==> config.mk <==
export PLATFORM = sky130hd
export DESIGN_NAME = hdlc_irq_unit
export DESIGN_NICKNAME = d
export VERILOG_FILES = /design/src/rtl/hdlc_irq_pkg.sv /design/src/rtl/hdlc_irq_flag.sv /design/src/rtl/hdlc_irq_ctrl.sv /design/src/rtl/hdlc_irq_dp.sv /design/src/rtl/hdlc_irq_unit.sv
export SDC_FILE = /design/constraint.sdc
export NUM_CORES = 1
export LEC_CHECK = 0
export ABC_AREA = 1
export BUFFER_PORTS_ARGS = -buffer_cell sky130_fd_sc_hd__clkbuf_2
export CORE_MARGIN = 3
export CORE_UTILIZATION = 47
export DETAILED_ROUTE_END_ITERATION = 12
export GPL_ROUTABILITY_DRIVEN = 0
export PLACE_DENSITY = 0.81
export SYNTH_ARGS = -nofsm -noshare
export SYNTH_HDL_FRONTEND = slang
export SYNTH_SLANG_ARGS = --single-unit
==> constraint.sdc <==
create_clock -name clk -period 1.6 [get_ports clk]
set_clock_uncertainty 0.2 [all_clocks]
set_input_delay 0.48 -clock clk [delete_from_list [all_inputs] [get_ports clk]]
set_output_delay 0.48 -clock clk [all_outputs]
set_load 0.02 [all_outputs]
==> src/rtl/hdlc_irq_pkg.sv <==
package hdlc_irq_pkg;
  localparam int FLAG_CNT = 6;
  localparam int FLAG_LSB = 2;

  // flag index, LSB first; bit position in the register is FLAG_LSB + index
  localparam int IDX_ALLS = 0;
  localparam int IDX_UNDR = 1;
  localparam int IDX_TXPR = 2;
  localparam int IDX_ROVF = 3;
  localparam int IDX_RPFL = 4;
  localparam int IDX_RMSG = 5;

  // per-flag behaviour toward the reset commands
  localparam logic [FLAG_CNT-1:0] CLR_BY_RX = 6'b001000;
  localparam logic [FLAG_CNT-1:0] CLR_BY_TX = 6'b000011;
  localparam logic [FLAG_CNT-1:0] SET_BY_TX = 6'b000100;

  typedef struct packed {
    logic isrRead;
    logic maskWrite;
    logic rxReset;
    logic txReset;
  } irqStrobes_t;
endpackage

==> src/rtl/hdlc_irq_flag.sv <==
module hdlc_irq_flag #(
  parameter bit CLR_RX = 1'b0,
  parameter bit CLR_TX = 1'b0,
  parameter bit SET_TX = 1'b0
) (
  input  logic clk,
  input  logic rstN,
  input  logic setPulse,
  input  logic rdClear,
  input  logic rxReset,
  input  logic txReset,
  output logic flagQ
);
  logic setHit;
  logic clrHit;

  assign setHit = setPulse | (SET_TX & txReset);
  assign clrHit = rdClear | (CLR_RX & rxReset) | (CLR_TX & txReset);

  always_ff @(posedge clk or negedge rstN) begin
    if (!rstN)       flagQ <= 1'b0;
    else if (setHit) flagQ <= 1'b1;
    else if (clrHit) flagQ <= 1'b0;
  end

  AST_SET_WINS: assert property (@(posedge clk) disable iff (!rstN)
    setPulse |=> flagQ);

  generate
    if (SET_TX) begin : gTxSet
      AST_TXRST_RAISES: assert property (@(posedge clk) disable iff (!rstN)
        txReset |=> flagQ);
    end
  endgenerate
endmodule

==> src/rtl/hdlc_irq_ctrl.sv <==
module hdlc_irq_ctrl
  import hdlc_irq_pkg::*;
#(
  parameter int ADDR_W   = 8,
  parameter logic [ADDR_W-1:0] STAT_ADDR = 8'h20,
  parameter logic [ADDR_W-1:0] MASK_ADDR = 8'h2C
) (
  input  logic              evRxMsgEnd,
  input  logic              evRxPoolFull,
  input  logic              rxHiddenFull,
  input  logic              rxFrameStart,
  input  logic              evTxPoolReady,
  input  logic              evTxUnderrun,
  input  logic              evTxAllSent,
  input  logic              cmdRxReset,
  input  logic              cmdTxReset,
  input  logic [ADDR_W-1:0] regAddr,
  input  logic              regWr,
  input  logic              regRd,
  output irqStrobes_t       strb,
  output logic [FLAG_CNT-1:0] setVec
);
  always_comb begin
    strb.isrRead   = regRd & (regAddr == STAT_ADDR);
    strb.maskWrite = regWr & (regAddr == MASK_ADDR);
    strb.rxReset   = cmdRxReset;
    strb.txReset   = cmdTxReset;
  end

  always_comb begin
    setVec           = '0;
    setVec[IDX_RMSG] = evRxMsgEnd;
    setVec[IDX_RPFL] = evRxPoolFull;
    setVec[IDX_ROVF] = rxHiddenFull & rxFrameStart;
    setVec[IDX_TXPR] = evTxPoolReady;
    setVec[IDX_UNDR] = evTxUnderrun;
    setVec[IDX_ALLS] = evTxAllSent;
  end
endmodule

==> src/rtl/hdlc_irq_dp.sv <==
module hdlc_irq_dp
  import hdlc_irq_pkg::*;
#(
  parameter int DATA_W = 8
) (
  input  logic                clk,
  input  logic                rstN,
  input  irqStrobes_t         strb,
  input  logic [FLAG_CNT-1:0] setVec,
  input  logic                rxHiddenFull,
  input  logic                rxFrameStart,
  input  logic [DATA_W-1:0]   regWdata,
  output logic [DATA_W-1:0]   regRdata,
  output logic                irqOut
);
  logic [FLAG_CNT-1:0] flagQ;
  logic [FLAG_CNT-1:0] maskQ;
  logic [DATA_W-1:0]   statWord;

  generate
    for (genvar i = 0; i < FLAG_CNT; i++) begin : gFlag
      hdlc_irq_flag #(
        .CLR_RX(CLR_BY_RX[i]),
        .CLR_TX(CLR_BY_TX[i]),
        .SET_TX(SET_BY_TX[i])
      ) uFlag (
        .clk(clk),
        .rstN(rstN),
        .setPulse(setVec[i]),
        .rdClear(strb.isrRead),
        .rxReset(strb.rxReset),
        .txReset(strb.txReset),
        .flagQ(flagQ[i])
      );
    end
  endgenerate

  always_ff @(posedge clk or negedge rstN) begin
    if (!rstN)              maskQ <= '0;
    else if (strb.maskWrite) maskQ <= regWdata[FLAG_LSB +: FLAG_CNT];
  end

  always_comb begin
    statWord = '0;
    statWord[FLAG_LSB +: FLAG_CNT] = flagQ;
  end

  always_ff @(posedge clk or negedge rstN) begin
    if (!rstN) regRdata <= '0;
    else       regRdata <= strb.isrRead ? statWord : '0;
  end

  assign irqOut = |(flagQ & maskQ);

  AST_IRQ_NEEDS_MASK: assert property (@(posedge clk) disable iff (!rstN)
    irqOut |-> (maskQ != '0));
  AST_RSVD_ZERO: assert property (@(posedge clk) disable iff (!rstN)
    regRdata[FLAG_LSB-1:0] == '0);
  AST_READ_CLEARS: assert property (@(posedge clk) disable iff (!rstN)
    (strb.isrRead && setVec == '0 && !strb.txReset) |=> flagQ == '0);
  AST_OVF_NEEDS_BOTH: assert property (@(posedge clk) disable iff (!rstN)
    $rose(flagQ[IDX_ROVF]) |-> $past(rxHiddenFull && rxFrameStart));
  AST_RXRST_CLEARS_OVF: assert property (@(posedge clk) disable iff (!rstN)
    (strb.rxReset && !setVec[IDX_ROVF]) |=> !flagQ[IDX_ROVF]);
endmodule

==> src/rtl/hdlc_irq_unit.sv <==
module hdlc_irq_unit
  import hdlc_irq_pkg::*;
#(
  parameter int ADDR_W = 8,
  parameter int DATA_W = 8
) (
  input  logic              clk,
  input  logic              rstN,
  input  logic              evRxMsgEnd,
  input  logic              evRxPoolFull,
  input  logic              rxHiddenFull,
  input  logic              rxFrameStart,
  input  logic              evTxPoolReady,
  input  logic              evTxUnderrun,
  input  logic              evTxAllSent,
  input  logic              cmdRxReset,
  input  logic              cmdTxReset,
  input  logic [ADDR_W-1:0] regAddr,
  input  logic              regWr,
  input  logic              regRd,
  input  logic [DATA_W-1:0] regWdata,
  output logic [DATA_W-1:0] regRdata,
  output logic              irqOut
);
  irqStrobes_t         strb;
  logic [FLAG_CNT-1:0] setVec;

  hdlc_irq_ctrl #(.ADDR_W(ADDR_W)) uCtrl (
    .evRxMsgEnd(evRxMsgEnd),
    .evRxPoolFull(evRxPoolFull),
    .rxHiddenFull(rxHiddenFull),
    .rxFrameStart(rxFrameStart),
    .evTxPoolReady(evTxPoolReady),
    .evTxUnderrun(evTxUnderrun),
    .evTxAllSent(evTxAllSent),
    .cmdRxReset(cmdRxReset),
    .cmdTxReset(cmdTxReset),
    .regAddr(regAddr),
    .regWr(regWr),
    .regRd(regRd),
    .strb(strb),
    .setVec(setVec)
  );

  hdlc_irq_dp #(.DATA_W(DATA_W)) uDp (
    .clk(clk),
    .rstN(rstN),
    .strb(strb),
    .setVec(setVec),
    .rxHiddenFull(rxHiddenFull),
    .rxFrameStart(rxFrameStart),
    .regWdata(regWdata),
    .regRdata(regRdata),
    .irqOut(irqOut)
  );
endmodule

==> results of run 1 <==
layout make-up:
| class | count | area [µm²] |
|---|---|---|
| Fill cell | 134 | 547 |
| Inverter | 14 | 52.6 |
| Sequential cell | 18 | 450 |
| Clock buffer | 3 | 22.5 |
| Multi-Input combinational cell | 60 | 259 |
| Timing Repair Buffer | 36 | 190 |
| Tap cell | 16 | 20.0 |
metrics by stage:
stage	total power, mW	cells	setup slack, ns	hold WS, ns
after detailed placement	0.581	143	0.0214	0.238
after CTS	0.792	147	-0.274	0.170
after global routing	0.824	147	-0.332	0.172
after floorplan	0.531	95	0.118	-0.0156
after global placement	0.577	143	0.0555	0.228
final	0.784	147	-0.249	0.176
cell usage after synthesis:
master and instances:
buf_4 2, dfrtp_1 18, conb_1 1, a21oi_1 1
nand2_2 1, buf_6 1, nand4_1 1, nand2_1 33
nor2_1 11, or2_4 1, nor2_4 1, inv_1 14
nand3_1 9
registers in the layout, indices dropped and copies added, names as in the netlist:
name and flops:
uDp.gFlag.uFlag.flagQ 6, uDp.maskQ 6, uDp.regRdata 6
final timing paths:
check                                         startpoint                  endpoint  slack (ns)  cells past startpoint
worst max-delay path            uDp.gFlag[5].uFlag.flagQ                    irqOut       -0.25                      5
worst min-delay path                        evRxPoolFull  uDp.gFlag[4].uFlag.flagQ        0.18                      3
worst max register to register  uDp.gFlag[3].uFlag.flagQ  uDp.gFlag[3].uFlag.flagQ        0.68                      4
worst min register to register              uDp.maskQ[5]              uDp.maskQ[5]        0.28                      2
max in group asynchronous                           rstN              uDp.maskQ[3]        0.45                      2
min in group asynchronous                           rstN  uDp.gFlag[5].uFlag.flagQ        0.46                      2
layout by cell type, fill, tap and decap left out:
master and instances:
inv_1 14, nand2_1 33, nand4_1 1, dfrtp_1 18, nor2_1 11, conb_1 2
buf_2 1, nand3_1 9, or2_4 1, buf_4 2, clkbuf_4 3, nor2_4 1
a21oi_2 1, nand2_2 1, dlygate4sd3_1 1, clkbuf_2 32
worst max-delay path: stages, from the launching register on:
cell	delay, ns
dfrtp_1	0.41
nand2_1	0.07
nand2_1	0.06
a21oi_2	0.10
nand4_1	0.09
buf_2	0.17
kinds of logic (layout without fill, tap and decap cells):
kind of cell / Yosys count / after routing / share of synthesized area
simple gates: 57 / 57 / 0.311
flops: 18 / 18 / 0.577
buf+inv: 17 / 53 / 0.101
other cells: 1 / 2 / 0.00480
compound gates: 1 / 1 / 0.00640
power by group:
part           leakage (nW)  switching [mW]  internal, mW
Combinational         0.406          0.0527        0.0453
Clock                0.0138           0.121        0.0872
Sequential            0.227         0.00929         0.468
Total                 0.646           0.183         0.600
routing by layer:
metal,up-vias,wire length (µm),track usage
li1,353,-,-
met1,291,594,0.173
met2,29,738,0.283
met3,2,127,0.0383
met4,0,4,0.0663
met5,-,0,0
repair_timing:
| action | in CTS | in global routing |
|---|---|---|
| setup endpoints to repair | 1 | 1 |
| hold buffers | 1 | 0 |
| endpoints found under the hold margin | 18 | 0 |
| resized for setup | 0 | 2 |
==> results by group, run 1 <==
Synth
  – Synth top area cells: dfrtp_1 (58%), nand2_1 (16%), inv_1 (6.7%)
  – Syn avg cell area: 8.31 µm²
  – Register area share after synthesis: 0.577
  – Yosys top cell by area: dfrtp_1
  – Top-area cell type share of the netlist area: 0.577
  – Post-Syn Instances: 94
  – Yosys reg bits: 18
  – Netlist cell types: 13
  – Yosys warns: 0
  – Mapped Area: about 780 µm²

CTS
  – H-tree depth: 1
  – CTS max path bufs: 2
  – Clock latency on the worst-skew pair: 0.28 ns
  – Clock Pin Slew Worst Setup and Hold Paths: 0.09 ns
  – Setup Buffers After CTS: 0
  – TritonCTS clock tree: built
  – Cts bufs inserted: 3
  – TritonCTS Sinks: 18
  – CTS root buffer: clkbuf_4

Die
  – # IOs: 38
  – Row cnt: 14
  – Die width: 46.8 µm
  – Die ar.: 2190 µm²
  – Die Y-Extent: 46.8 µm
  – Initial Util: 0.506
  – Placeable Area: around 1500 µm²

Detailed routing
  – Total Wirelength: 1460 µm
  – DRC violation count after routing: 0
  – DRT iter0 DRCs: 2
  – Avg WL per Cell: 9.96 µm
  – First drt pass iteration count: 4
  – DRT antenna net count: 0
  – Via-per-instance ratio: 4.59
  – Via count: 675

Pwr
  – Leak pwr: about 0.65 nW
  – Worst vdd ir: slightly above 400 µV
  – PwrDens: a little under 800 nW/µm²

Setup path
  – CP startpoint kind: flop
  – Critical path arrival: 1.17 ns
  – Critical Path RT: 0.92 ns
  – Critical path peak fanout: 3
  – CP Class: reg -> out
  – CP Capture Type: output port

STA
  – Crit path time final: 1.85 ns
  – Setup TNS Final: -0.249 ns
  – Final Max Slew Viols: 0
  – Final setup margin: -0.249 ns
  – Final Hold Fails: 0
  – RSZ-0062 raised after global routing: yes
  – Final setup fails: 1
  – F_max: 541 MHz
  – Period utilization: 1.16

Run
  – Max_cap viols: 0

Finish
  – Share of layout cells above drive strength 1: 0.321
  – Final Util: 0.645
  – Layout Cell Area excl Fill: 995 µm²
  – Layout area overhead: 27.4%
  – Fin nets: ~160
  – Ant diodes: 0

Global route
  – Total track usage: 0.156
  – First-pass GRT wire length: 2420 µm
  – Vias in the first global route: 629
  – Largest net degree at the start of global routing: 19
  – Gr ovfl total: 0
  – Antenna violations before repair: 0

Place
  – IO buf count: 33
  – Post-DP HPWL: 1190 µm
  – Area after DPL: 958 µm²

Outcome
  – Run status: complete, but fails checks
  – Violated checks: setup timing

Worst hold path
  – Worst Hold Class: in -> reg
No activity file was read; power rests on OpenSTA's default activity.
==> run 2, diff against run 1 <==
CORE_ASPECT_RATIO = 1.25   (was not set)
==> run 2 against run 1 <==
  * The run still ends with setup timing left
  * Sequential power about the same
  * Maximum frequency decreased by 0.40%
  * Global-route usage decreased by 0.060 points
  * Largest cell class unchanged
  * Highest routed layer unchanged
==> results by group, run 2 (same netlist as run 1, synthesis figures left out) <==
Die
  – Die width: 42.5 µm
  – Initial Util: 0.533
  – Die Y-Extent: 51.6 µm
  – Row cnt: 15
  – # IOs: 38
  – Die ar.: 2190 µm²
  – Placeable Area: 1460 µm²

Worst hold path
  – Min-delay src: evTxAllSent
  – Worst Hold Class: in -> reg

STA
  – Final setup fails: 1
  – F_max: roughly 540 MHz
  – Final setup margin: -0.256 ns
  – Crit path time final: 1.86 ns
  – Final Hold Fails: 0
  – Final Max Slew Viols: 0
  – RSZ-0062 raised after global routing: yes
  – Period utilization: 1.16

CTS
  – Clock Pin Slew Worst Setup and Hold Paths: 0.10 ns
  – H-tree depth: 1
  – TritonCTS clock tree: built
  – TritonCTS Sinks: 18
  – Clock latency on the worst-skew pair: 0.29 ns
  – CTS root buffer: clkbuf_4
  – Cts bufs inserted: 3
  – CTS max path bufs: 2

Setup path
  – Worst Path Buf+Inv: 1
  – CP Class: reg -> out
  – CP startpoint kind: flop
  – Critical path arrival: 1.18 ns
  – CP max stage cell: dfrtp_1
  – CP Capture Type: output port
  – Max stage delay on crit path: 0.40 ns
  – Crit Reg-Reg Startpoint: uDp.gFlag[5].uFlag.flagQ
  – Most used cell, CP: nand2_1
  – Family with the most delay on the worst path: flip-flops
  – CP Launch Point: uDp.gFlag[4].uFlag.flagQ
  – Critical Path RT: 0.92 ns
  – Critical Path, Cell by Cell: nand2_1, nand2_1, a21oi_2, nand4_1, buf_6
  – Critical path peak fanout: 3

Finish
  – Largest registers: uDp.gFlag.uFlag.flagQ: 6 flops, uDp.maskQ: 6 flops, uDp.regRdata: 6 flops
  – Filler Cells Inserted: between 100 and 150
  – Most common cell after layout, fill and taps aside: nand2_1
  – Layout area overhead: 33.0%
  – Fin nets: between 150 and 200
  – Ant diodes: 0
  – Most frequent cells in the layout: nand2_1 (33), clkbuf_2 (32), dfrtp_1 (18)
  – Final Instance Count excl. Fillers: 152
  – Share of layout cells above drive strength 1: 0.341
  – Storage cell area: around 450 µm²
  – Area of the multi-input gates: 259 µm²
  – Final Util: 0.709

Global route
  – Total track usage: 0.155
  – Gr ovfl total: 0
  – Antenna violations before repair: 0
  – Vias in the first global route: approximately 650
  – Largest net degree at the start of global routing: 19
  – First-pass GRT wire length: 2510 µm

Detailed routing
  – DRT iter0 DRCs: 6
  – Via count: roughly 700
  – DRC violation count after routing: 0
  – DRT antenna net count: 0
  – Total Wirelength: 1520 µm
  – Avg WL per Cell: 9.97 µm
  – First drt pass iteration count: 4
  – Via-per-instance ratio: 4.57

Pwr
  – Leak pwr: about 0.67 nW
  – Worst vdd ir: 561 µV
  – Tot Pwr: 857 µW
  – PwrDens: 825 nW/µm²

Place
  – Post-DP HPWL: roughly 1200 µm
  – Placed Instances: 144
  – IO buf count: 33

Outcome
  – Violated checks: setup timing
  – Run status: complete, but fails checks

Run
  – Max_cap viols: 0
==> run 2: cell count changes in the layout (fill, tap and decap cells not counted) <==
| cell | previous run | this run |
|---|---|---|
| buf_6 | 0 | 1 |
| buf_2 | 1 | 0 |
| clkbuf_8 | 0 | 1 |
| buf_4 | 2 | 5 |
==> run 2: cell type report <==
cell class | count | share of cell area
timing repair buffer | 39 | 0.211
clock buffer | 4 | 0.0349
inverter | 14 | 0.0506
sequential | 18 | 0.434
multi-input combinational | 60 | 0.249
tap | 17 | 0.0205
==> run 2: routing by layer <==
metal	track usage	wire length, µm	vias to the layer above
met1	0.166	574	303
met4	0.0777	38	0
met5	0	0	-
met2	0.284	768	31
met3	0.0346	134	4
li1	-	-	357
==> run 2: through the flow <==
stage / worst slack (ns) / hold WS, ns / instance area (µm²) / TNS (ns)
finish: -0.256 / 0.162 / 1040 / -0.256
global route: -0.347 / 0.168 / 1040 / -0.347
CTS: -0.257 / 0.161 / 1010 / -0.257
detailed placement: 0.0161 / 0.236 / 960 / 0
global placement: 0.0524 / 0.228 / 960 / 0
floorplan: 0.118 / -0.0156 / 785 / 0
==> run 2: worst reg2reg max path, stage by stage, from the launching register on <==
cell     delay (ns)
dfrtp_1        0.40
buf_4          0.13
buf_4          0.13
nand2_1        0.07
nand2_1        0.05
==> run 2: worst paths after layout <==
path                                            endpoint  slack [ns]  cells after the start
worst max-delay path                              irqOut       -0.26                      5
worst min-delay path            uDp.gFlag[0].uFlag.flagQ        0.16                      3
worst max register to register  uDp.gFlag[5].uFlag.flagQ        0.52                      4
worst min register to register              uDp.maskQ[5]        0.28                      2
max in group asynchronous                   uDp.maskQ[1]        0.47                      2
min in group asynchronous       uDp.gFlag[3].uFlag.flagQ        0.44                      2
==> run 2: power breakdown <==
part / total (mW) / leakage, nW / internal [mW] / switching (mW)
Sequential: 0.478 / 0.227 / 0.468 / 0.00985
Clock: 0.275 / 0.0210 / 0.139 / 0.136
Combinational: 0.104 / 0.420 / 0.0512 / 0.0533
==> run 2: timing repair <==
action                                 CTS  global route
setup buffers                            1             2
setup endpoints to repair                1             1
hold buffers                             1             0
resized for setup                        0             4
endpoints found under the hold margin   18             0
cloned                                   0             0
==> run 3, diff against run 2 <==
HOLD_SLACK_MARGIN = 0.15   (was not set)
clock period = 2.2 ns   (was 1.6 ns; I/O delays follow)
==> run 3 against run 2 <==
  * Total power fell by 34%
  * Wire length decreased by 7.4%
  * Combinational power is 33% lower
  * Die area stayed put
  * Sequential power decreased by 27%
  * Critical path depth did not move
  * Sequential share of layout area increased by 2.4 points
  * Hold slack improved by 0.12 ns
  * Design area decreased by 5.2%
  * Largest power group unchanged
  * Via count fell by 1.0%
  * The run now ends clean
  * Sequential cell count unchanged
  * Clock power is 45% lower
==> results by group, run 3 (same netlist as run 1, synthesis figures left out) <==
Finish
  – Layout area overhead: 26.1%
  – Share of layout cells above drive strength 1: 0.308
  – Final Instance Count excl. Fillers: 147
  – Most frequent cells in the layout: nand2_1 (33), clkbuf_2 (33), dfrtp_1 (18)
  – Final Util: 0.673
  – Ant diodes: 0
  – Largest registers: uDp.gFlag.uFlag.flagQ: 6 flops, uDp.maskQ: 6 flops, uDp.regRdata: 6 flops
  – Fin nets: 161

Global route
  – Total track usage: 0.154
  – First-pass GRT wire length: roughly 2600 µm
  – Antenna violations before repair: 0
  – Vias in the first global route: just under 700
  – Gr ovfl total: 0
  – Largest net degree at the start of global routing: 19

Die
  – Die width: 42.5 µm
  – Row cnt: 15
  – Initial Util: 0.533
  – # IOs: 38
  – Placeable Area: 1460 µm²
  – Die ar.: 2190 µm²
  – Die Y-Extent: slightly above 50 µm

Setup path
  – Critical path arrival: 1.18 ns
  – CP max stage cell: dfrtp_1
  – Worst Path Buf+Inv: 1
  – CP Capture Type: output port
  – Worst setup path end: irqOut
  – R2R depth: 4
  – CP Launch Point: uDp.gFlag[4].uFlag.flagQ
  – R2R Setup Slk: 1.30 ns
  – FF-to-FF End: uDp.gFlag[3].uFlag.flagQ
  – Max stage delay on crit path: 0.40 ns
  – CP startpoint kind: flop
  – Critical Path RT: ~1.3 ns
  – Levels on crit path: 5
  – Most used cell, CP: nand2_1
  – Family with the most delay on the worst path: flip-flops
  – CP Class: reg -> out
  – Critical path peak fanout: 3
  – Critical Path, Cell by Cell: nand2_1, nand2_1, a21oi_1, nand4_1, clkbuf_2
  – Crit Reg-Reg Startpoint: uDp.gFlag[3].uFlag.flagQ

CTS
  – TritonCTS clock tree: built
  – Clock latency on the worst-skew pair: 0.28 ns
  – Setup Buffers After CTS: 0
  – TritonCTS Sinks: 18
  – Cts bufs inserted: 3
  – H-tree depth: 1
  – CTS root buffer: clkbuf_4
  – CTS max path bufs: 2
  – Clock Pin Slew Worst Setup and Hold Paths: 0.09 ns

Place
  – Placed Instances: 143
  – Post-DP HPWL: 1180 µm
  – IO buf count: 33

STA
  – F_max: slightly below 500 MHz
  – RSZ-0062 raised after global routing: no
  – Crit path time final: 2.04 ns
  – Final Hold Fails: 0
  – Hold slack: roughly 0.28 ns
  – Setup TNS Final: 0 ns
  – Final Max Slew Viols: 0
  – Final setup fails: 0
  – Period utilization: 0.926

Pwr
  – Leak pwr: 0.640 nW
  – Tot Pwr: 568 µW
  – Worst vdd ir: 343 µV
  – PwrDens: 576 nW/µm²

Detailed routing
  – First drt pass iteration count: 4
  – Via count: a little under 700
  – Via-per-instance ratio: ~4.7
  – Avg WL per Cell: approximately 9.5 µm
  – DRC violation count after routing: 0
  – DRT antenna net count: 0
  – Total Wirelength: 1400 µm
  – DRT iter0 DRCs: 8

Worst hold path
  – Worst Hold Class: reg -> reg

Run
  – Max_cap viols: 0

Outcome
  – Run status: complete, no violations
==> run 3: cell types whose count changed in the layout (fill, tap and decap cells not counted), sizes merged <==
cell / before / now
buf: 6 / 1
==> run 3: final cells by class <==
| type | instances | area, µm² |
|---|---|---|
| fill | 125 | 479 |
| sequential | 18 | 450 |
| multi-input combinational | 60 | 255 |
| timing repair buffer | 35 | 183 |
| inverter | 14 | 52.6 |
| clock buffer | 3 | 22.5 |
| tap | 17 | 21.3 |
==> run 3: per-stage QoR <==
stage	worst slack, ns	cell area [µm²]
after floorplan	0.538	785
after CTS	0.149	985
after global routing	0.0635	985
after detailed placement	0.372	952
final	0.163	985
after global placement	0.396	952
==> run 3: worst min-delay path by stage <==
| stage | startpoint | end | slack (ns) | depth (start not counted) |
|---|---|---|---|---|
| after floorplan | rstN | uDp.gFlag[0].uFlag.flagQ | 0.16 | 0 |
| after global placement | uDp.maskQ[2] | uDp.maskQ[2] | 0.26 | 2 |
| after detailed placement | uDp.maskQ[4] | uDp.maskQ[4] | 0.26 | 2 |
| after CTS | uDp.maskQ[4] | uDp.maskQ[4] | 0.28 | 2 |
| after global routing | uDp.maskQ[5] | uDp.maskQ[5] | 0.33 | 2 |
| final | uDp.maskQ[4] | uDp.maskQ[4] | 0.28 | 2 |
==> run 3: tightest hold or removal path, cell delays in order (launching register included) <==
cell	delay, ns
dfrtp_1	0.35
nand2_1	0.05
nand2_1	0.05
==> run 3: timing repair <==
item / CTS / global route
setup endpoints to repair: 0 / 0
hold buffers: 1 / 0
resized for setup: 0 / 0
hold endpoints to repair: 18 / 0
==> run 3: routing by layer <==
layer	wire length [µm]	vias to the layer above	track usage
li1	-	354	-
met1	548	301	0.165
met5	0	-	0
met4	18	0	0.0622
met3	112	2	0.0346
met2	724	31	0.287
==> run 3: power by group <==
group	switching [mW]	leakage (nW)	total [mW]	internal (mW)
Sequential	0.00642	0.227	0.347	0.340
Clock	0.0883	0.0138	0.152	0.0634
Combinational	0.0374	0.399	0.0692	0.0318
Total	0.132	0.640	0.568	0.435
